===== src/rtl/nbt_pkg.sv =====
package nbt_pkg;
  typedef enum logic [1:0] {
    PH_IDLE  = 2'd0,
    PH_SETUP = 2'd1,
    PH_WAIT  = 2'd2,
    PH_HOLD  = 2'd3
  } phase_t;
endpackage


===== src/rtl/nbt_phase_seq.sv =====
module nbt_phase_seq
  import nbt_pkg::*;
#(
  parameter int FIELD_W = 8
) (
  input  logic               clk,
  input  logic               rst,
  input  logic               req,
  input  logic [FIELD_W-1:0] set_f,
  input  logic [FIELD_W-1:0] wait_f,
  input  logic [FIELD_W-1:0] hold_f,
  input  logic               wait_en,
  input  logic               rdy,
  output phase_t             ph,
  output phase_t             ph_nxt,
  output logic               accept,
  output logic               wait_last,
  output logic               hold_last
);
  logic [FIELD_W-1:0] cnt, cnt_nxt;
  logic [FIELD_W-1:0] wait_q, hold_q;
  logic               stall;

  always_comb begin
    stall     = wait_en && !rdy;
    accept    = (ph == PH_IDLE) && req;
    wait_last = (ph == PH_WAIT) && !stall && (cnt == '0);
    hold_last = (ph == PH_HOLD) && (cnt == '0);
    ph_nxt    = ph;
    cnt_nxt   = cnt;
    unique case (ph)
      PH_IDLE: begin
        if (req) begin
          ph_nxt  = PH_SETUP;
          cnt_nxt = set_f;
        end
      end
      PH_SETUP: begin
        if (cnt == '0) begin
          ph_nxt  = PH_WAIT;
          cnt_nxt = wait_q;
        end else begin
          cnt_nxt = cnt - 1'b1;
        end
      end
      PH_WAIT: begin
        if (!stall) begin
          if (cnt == '0) begin
            ph_nxt  = PH_HOLD;
            cnt_nxt = hold_q;
          end else begin
            cnt_nxt = cnt - 1'b1;
          end
        end
      end
      PH_HOLD: begin
        if (cnt == '0) ph_nxt = PH_IDLE;
        else           cnt_nxt = cnt - 1'b1;
      end
      default: ph_nxt = PH_IDLE;
    endcase
  end

  always_ff @(posedge clk) begin
    if (rst) begin
      ph     <= PH_IDLE;
      cnt    <= '0;
      wait_q <= '0;
      hold_q <= '0;
    end else begin
      ph  <= ph_nxt;
      cnt <= cnt_nxt;
      if (accept) begin
        wait_q <= wait_f;
        hold_q <= hold_f;
      end
    end
  end
endmodule


===== src/rtl/nbt_pin_drv.sv =====
module nbt_pin_drv
  import nbt_pkg::*;
#(
  parameter int FIELD_W = 8,
  parameter int DATA_W  = 8
) (
  input  logic               clk,
  input  logic               rst,
  input  phase_t             ph_nxt,
  input  logic               accept,
  input  logic               wait_last,
  input  logic               hold_last,
  input  logic               wr,
  input  logic               cle_sel,
  input  logic               ale_sel,
  input  logic [DATA_W-1:0]  wdata,
  input  logic [FIELD_W-1:0] hiz_f,
  input  logic [DATA_W-1:0]  din,
  output logic               we_n,
  output logic               oe_n,
  output logic               cle,
  output logic               ale,
  output logic               doe,
  output logic [DATA_W-1:0]  dout,
  output logic [DATA_W-1:0]  rdata,
  output logic               done
);
  logic               wr_q, cmd_q, adr_q;
  logic               wr_n, cmd_n, adr_n, busy_n, strobe_n;
  logic [FIELD_W-1:0] drive_left;

  always_comb begin
    wr_n     = accept ? wr : wr_q;
    cmd_n    = accept ? (wr && cle_sel) : cmd_q;
    adr_n    = accept ? (wr && ale_sel && !cle_sel) : adr_q;
    busy_n   = (ph_nxt != PH_IDLE);
    strobe_n = (ph_nxt == PH_WAIT);
  end

  always_ff @(posedge clk) begin
    if (rst) begin
      wr_q       <= 1'b0;
      cmd_q      <= 1'b0;
      adr_q      <= 1'b0;
      we_n       <= 1'b1;
      oe_n       <= 1'b1;
      cle        <= 1'b0;
      ale        <= 1'b0;
      doe        <= 1'b0;
      dout       <= '0;
      rdata      <= '0;
      done       <= 1'b0;
      drive_left <= '0;
    end else begin
      wr_q  <= wr_n;
      cmd_q <= cmd_n;
      adr_q <= adr_n;
      we_n  <= !(strobe_n && wr_n);
      oe_n  <= !(strobe_n && !wr_n);
      cle   <= busy_n && cmd_n;
      ale   <= busy_n && adr_n;
      done  <= hold_last;
      if (wait_last && !wr_q) rdata <= din;
      if (accept) begin
        dout       <= wdata;
        doe        <= wr;
        drive_left <= hiz_f;
      end else if (!busy_n) begin
        doe <= 1'b0;
      end else if (doe) begin
        if (drive_left == '0) doe <= 1'b0;
        else                  drive_left <= drive_left - 1'b1;
      end
    end
  end
endmodule


===== src/rtl/nbt_ce_hold.sv =====
module nbt_ce_hold (
  input  logic clk,
  input  logic rst,
  input  logic accept,
  input  logic idle,
  input  logic other_bank,
  output logic ce_n
);
  always_ff @(posedge clk) begin
    if (rst)                      ce_n <= 1'b1;
    else if (accept)              ce_n <= 1'b0;
    else if (idle && other_bank)  ce_n <= 1'b1;
  end
endmodule


===== src/rtl/nand_bus_timer.sv =====
module nand_bus_timer
  import nbt_pkg::*;
#(
  parameter int FIELD_W = 8,
  parameter int DATA_W  = 8
) (
  input  logic               clk,
  input  logic               rst,
  input  logic               req,
  input  logic               wr,
  input  logic [1:0]         region,
  input  logic [DATA_W-1:0]  wdata,
  output logic [DATA_W-1:0]  rdata,
  output logic               done,
  input  logic [FIELD_W-1:0] set_cyc,
  input  logic [FIELD_W-1:0] wait_cyc,
  input  logic [FIELD_W-1:0] hold_cyc,
  input  logic [FIELD_W-1:0] hiz_cyc,
  input  logic               wait_en,
  input  logic               other_bank,
  output logic               nand_ce_n,
  output logic               nand_cle,
  output logic               nand_ale,
  output logic               nand_we_n,
  output logic               nand_oe_n,
  output logic [DATA_W-1:0]  nand_dout,
  output logic               nand_doe,
  input  logic [DATA_W-1:0]  nand_din,
  input  logic               nand_rdy
);
  phase_t ph, ph_nxt;
  logic   accept, wait_last, hold_last, idle;

  assign idle = (ph == PH_IDLE);

  nbt_phase_seq #(.FIELD_W(FIELD_W)) u_seq (
    .clk(clk), .rst(rst), .req(req),
    .set_f(set_cyc), .wait_f(wait_cyc), .hold_f(hold_cyc),
    .wait_en(wait_en), .rdy(nand_rdy),
    .ph(ph), .ph_nxt(ph_nxt), .accept(accept),
    .wait_last(wait_last), .hold_last(hold_last)
  );

  nbt_pin_drv #(.FIELD_W(FIELD_W), .DATA_W(DATA_W)) u_pins (
    .clk(clk), .rst(rst), .ph_nxt(ph_nxt), .accept(accept),
    .wait_last(wait_last), .hold_last(hold_last), .wr(wr),
    .cle_sel(region[0]), .ale_sel(region[1]), .wdata(wdata),
    .hiz_f(hiz_cyc), .din(nand_din),
    .we_n(nand_we_n), .oe_n(nand_oe_n), .cle(nand_cle), .ale(nand_ale),
    .doe(nand_doe), .dout(nand_dout), .rdata(rdata), .done(done)
  );

  nbt_ce_hold u_ce (
    .clk(clk), .rst(rst), .accept(accept), .idle(idle),
    .other_bank(other_bank), .ce_n(nand_ce_n)
  );
endmodule


===== config.mk =====
export PLATFORM = sky130hd
export DESIGN_NAME = nand_bus_timer
export DESIGN_NICKNAME = d
export VERILOG_FILES = /design/src/rtl/nbt_pkg.sv /design/src/rtl/nbt_phase_seq.sv /design/src/rtl/nbt_pin_drv.sv /design/src/rtl/nbt_ce_hold.sv /design/src/rtl/nand_bus_timer.sv
export SDC_FILE = /design/constraint.sdc
export NUM_CORES = 1
export LEC_CHECK = 0
export ABC_AREA = 1
export BUFFER_PORTS_ARGS = -buffer_cell sky130_fd_sc_hd__buf_2
export CAP_MARGIN = 20
export CORE_AREA = 2 2 80 82
export CTS_CLUSTER_DIAMETER = 200
export DETAILED_ROUTE_END_ITERATION = 8
export DIE_AREA = 0 0 82 84
export PLACE_DENSITY = 0.76
export SYNTH_ARGS = -nofsm -noshare
export SYNTH_HDL_FRONTEND = slang
export SYNTH_SLANG_ARGS = --single-unit

===== constraint.sdc =====
create_clock -name clk -period 5.2 [get_ports clk]
set_clock_uncertainty 0.2 [all_clocks]
set_input_delay 1.04 -clock clk [delete_from_list [all_inputs] [get_ports clk]]
set_output_delay 1.04 -clock clk [all_outputs]
set_load 0.01 [all_outputs]

==> reports/qor.csv <==
stage,metric,value,unit
cts,ctsHoldBuffers,0,
logic_synthesis,syn_area_per_cell,6.81,µm²
drt,drt-initial-drc-count,160,
drt,final_antenna_net_count,0,
cts,clk_path_buf_depth,2,
floorplan,rows,29,
logic_synthesis,ys_seq_area_share,41.3,%
floorplan,initial_core_util,47.7,%
drt,wire_per_inst,11.6,µm
timing,hold_viol,0,
drt,dr.pass1.iters,4,
cts,root_buffer,clkbuf_8,
timing,fmax,358,MHz
job,max_cap_viol_count,0,
finish,antenna_cells,0,
drt,routed_via_density,4.87,
global_route,grt_usage,21.0,%
finish,regArea,1200,µm²
place,hpwl,4.83,mm
finish,fillCellCount,596,
setup_path,arrival,2.81,ns
setup_path,critPathRequiredTime,5.21,ns
floorplan,die_y,84,µm
setup_path,cp_max_fo,41,
global_route,grt_max_degree,42,
cts,clk_latency,0.34,ns
floorplan,io_pins,80,
setup_path,r2r_slack,2.55,ns
place,place_ws,2.05,ns
logic_synthesis,synth_fp_nets,487,
place,gp_congestion,0.903,
setup_path,cp-start-kind,input port,
drt,wl,6.74,mm
logic_synthesis,synth_area,2910,µm²
timing,drv_slew,0,
cts,cts_tree,yes,
cts,cts_setup_buffers,0,
drt,drc,0,
timing,holdWs,0.246,ns
hold_path,hp-class,register to register,
logic_synthesis,syn_inst,427,
cts,cts_buffers,9,
timing,tns,0,ns
power,ir_drop,0.292,mV
timing,maxSlewHeadroom,36.9,%
cts,path_clk_slew,0.07,ns
floorplan,dieArea,6890,µm²
run_status,status,finished clean,
timing,post-route-period-util,53.7,%
power,powerDensity,548,nW/µm²
timing,tightest_slew,0.946,ns
power,power,1.94,mW
finish,finalNetCount,561,
cts,htree_levels,3,
setup_path,criticalPathCategory,input port to register,
timing,fin_crit,2.79,ns
finish,final_cell_mix,"nor2_1, buf_2, nand2_1",
global_route,grt_pass1_vias,2617,
floorplan,core,6100,µm²
timing,setup_violations,0,
drt,vias,2838,
power,leakage,1.66,nW
floorplan,die_x,82,µm
cts,clock_sinks,60,
finish,layout_commonest_cell,nor2_1,
timing,grt_setup_unrepaired,false,
setup_path,end_kind,register,
finish,area_growth,21.8,%
global_route,grt_pass1_wl,11.5,mm
logic_synthesis,ys_types,28,
finish,drive_above_1_share,22.7,%
timing,setup_ws,2.41,ns
global_route,antenna_found_initial,0,
global_route,grt_overflow_total,0,
logic_synthesis,yosysWarnings,0,
logic_synthesis,ys_ff_latch,60,
place,port_buffers,79,
cts,cts_resized,0,
finish,multi_input_area,1440,µm²
## flip-flops by register name, indices dropped and copies added, names as in the netlist
register and cells:
u_pins.ale 1, u_pins.cle 1, u_seq.hold_q 8, u_pins.drive_left 8
u_pins.adr_q 1, u_seq.ph 2, u_ce.ce_n 1, u_pins.dout 8
u_pins.oe_n 1, u_pins.rdata 8, u_pins.done 1, u_pins.cmd_q 1
u_pins.doe 1, u_seq.wait_q 8, u_pins.we_n 1, u_pins.wr_q 1
u_seq.cnt 8
## cells by family after synthesis
logic type	count (synthesis)	synth area share, %
buf+inv	63	9.25
fa+ha+maj	3	1.29
xor+xnor	5	1.51
flops	60	41.3
simple gates	206	30.9
compound gates	90	15.8
## critical path, stage by stage
cell,delay [ns]
buf_2,0.10
nand2_2,0.36
inv_1,0.87
o21ai_0,0.23
inv_1,0.11
nand3_1,0.08
## worst paths after layout
check,start,endpoint,depth (start not counted)
worst max-delay path,req,u_pins.oe_n$_SDFF_PP1_,6
worst max register to register,u_seq.ph[1]$_SDFF_PP0_,u_pins.oe_n$_SDFF_PP1_,6
worst min register to register,u_pins.rdata[5]$_SDFFE_PP0P_,u_pins.rdata[5]$_SDFFE_PP0P_,2
worst min-delay path,u_pins.rdata[5]$_SDFFE_PP0P_,u_pins.rdata[5]$_SDFFE_PP0P_,2
## layer usage
metal	up-vias	share of wire, %	GRT usage [%]	wire (µm)
li1	1507	-	-	-
met1	1232	46	26.8	3100
met2	89	46	34.1	3080
met3	10	7.1	5.84	477
met4	0	1.4	6.52	93
met5	-	0	0	0
## final cells by class
type,instances,share of cell area (%)
clock buffers,11,4.27
clock inverters,5,2.37
inverters,47,4.98
multi-input cells,304,40.6
flip-flops and latches,60,33.9
well taps,77,2.72
repair buffers,79,11.2
## metrics by stage
stage               utilization, %  cells  area, µm²
floorplan                        -    427       2910
global placement              54.2    567       3310
detailed placement            54.2    567       3310
CTS                           58.1    583       3540
global route                  58.1    583       3540
finish                        58.1    583       3540
## where the power goes
part | switching, mW | internal [mW] | total (mW)
logic | 0.531 | 0.288 | 0.819
registers | 0.0743 | 0.564 | 0.639
clock network | 0.188 | 0.297 | 0.485
total | 0.794 | 1.15 | 1.94
## cell usage after synthesis
cell type	number	area [µm²]
nor2_2	5	31.3
nor3_1	2	10.0
dfxtp_1	60	1200
nand4_1	2	12.5
clkbuf_1	6	22.5
dlygate4sd1_1	1	8.76
nand2_2	6	37.5
nand3_1	27	135
nand2_1	75	282
a21oi_1	34	170
nor2_4	3	33.8
clkbuf_8	1	13.8
o21ai_0	53	265
buf_1	1	3.75
buf_4	1	7.51
inv_1	44	165
buf_2	5	25.0
nand3b_1	1	7.51
buf_6	1	11.3
nand3_2	2	20.0
o211ai_1	2	15.0
nor2_1	82	308
xor2_1	4	35.0
a32oi_1	1	8.76
inv_2	3	11.3
nand3b_4	1	20.0
xnor2_1	1	8.76
ha_1	3	37.5
(Power assumes the default switching activity.)
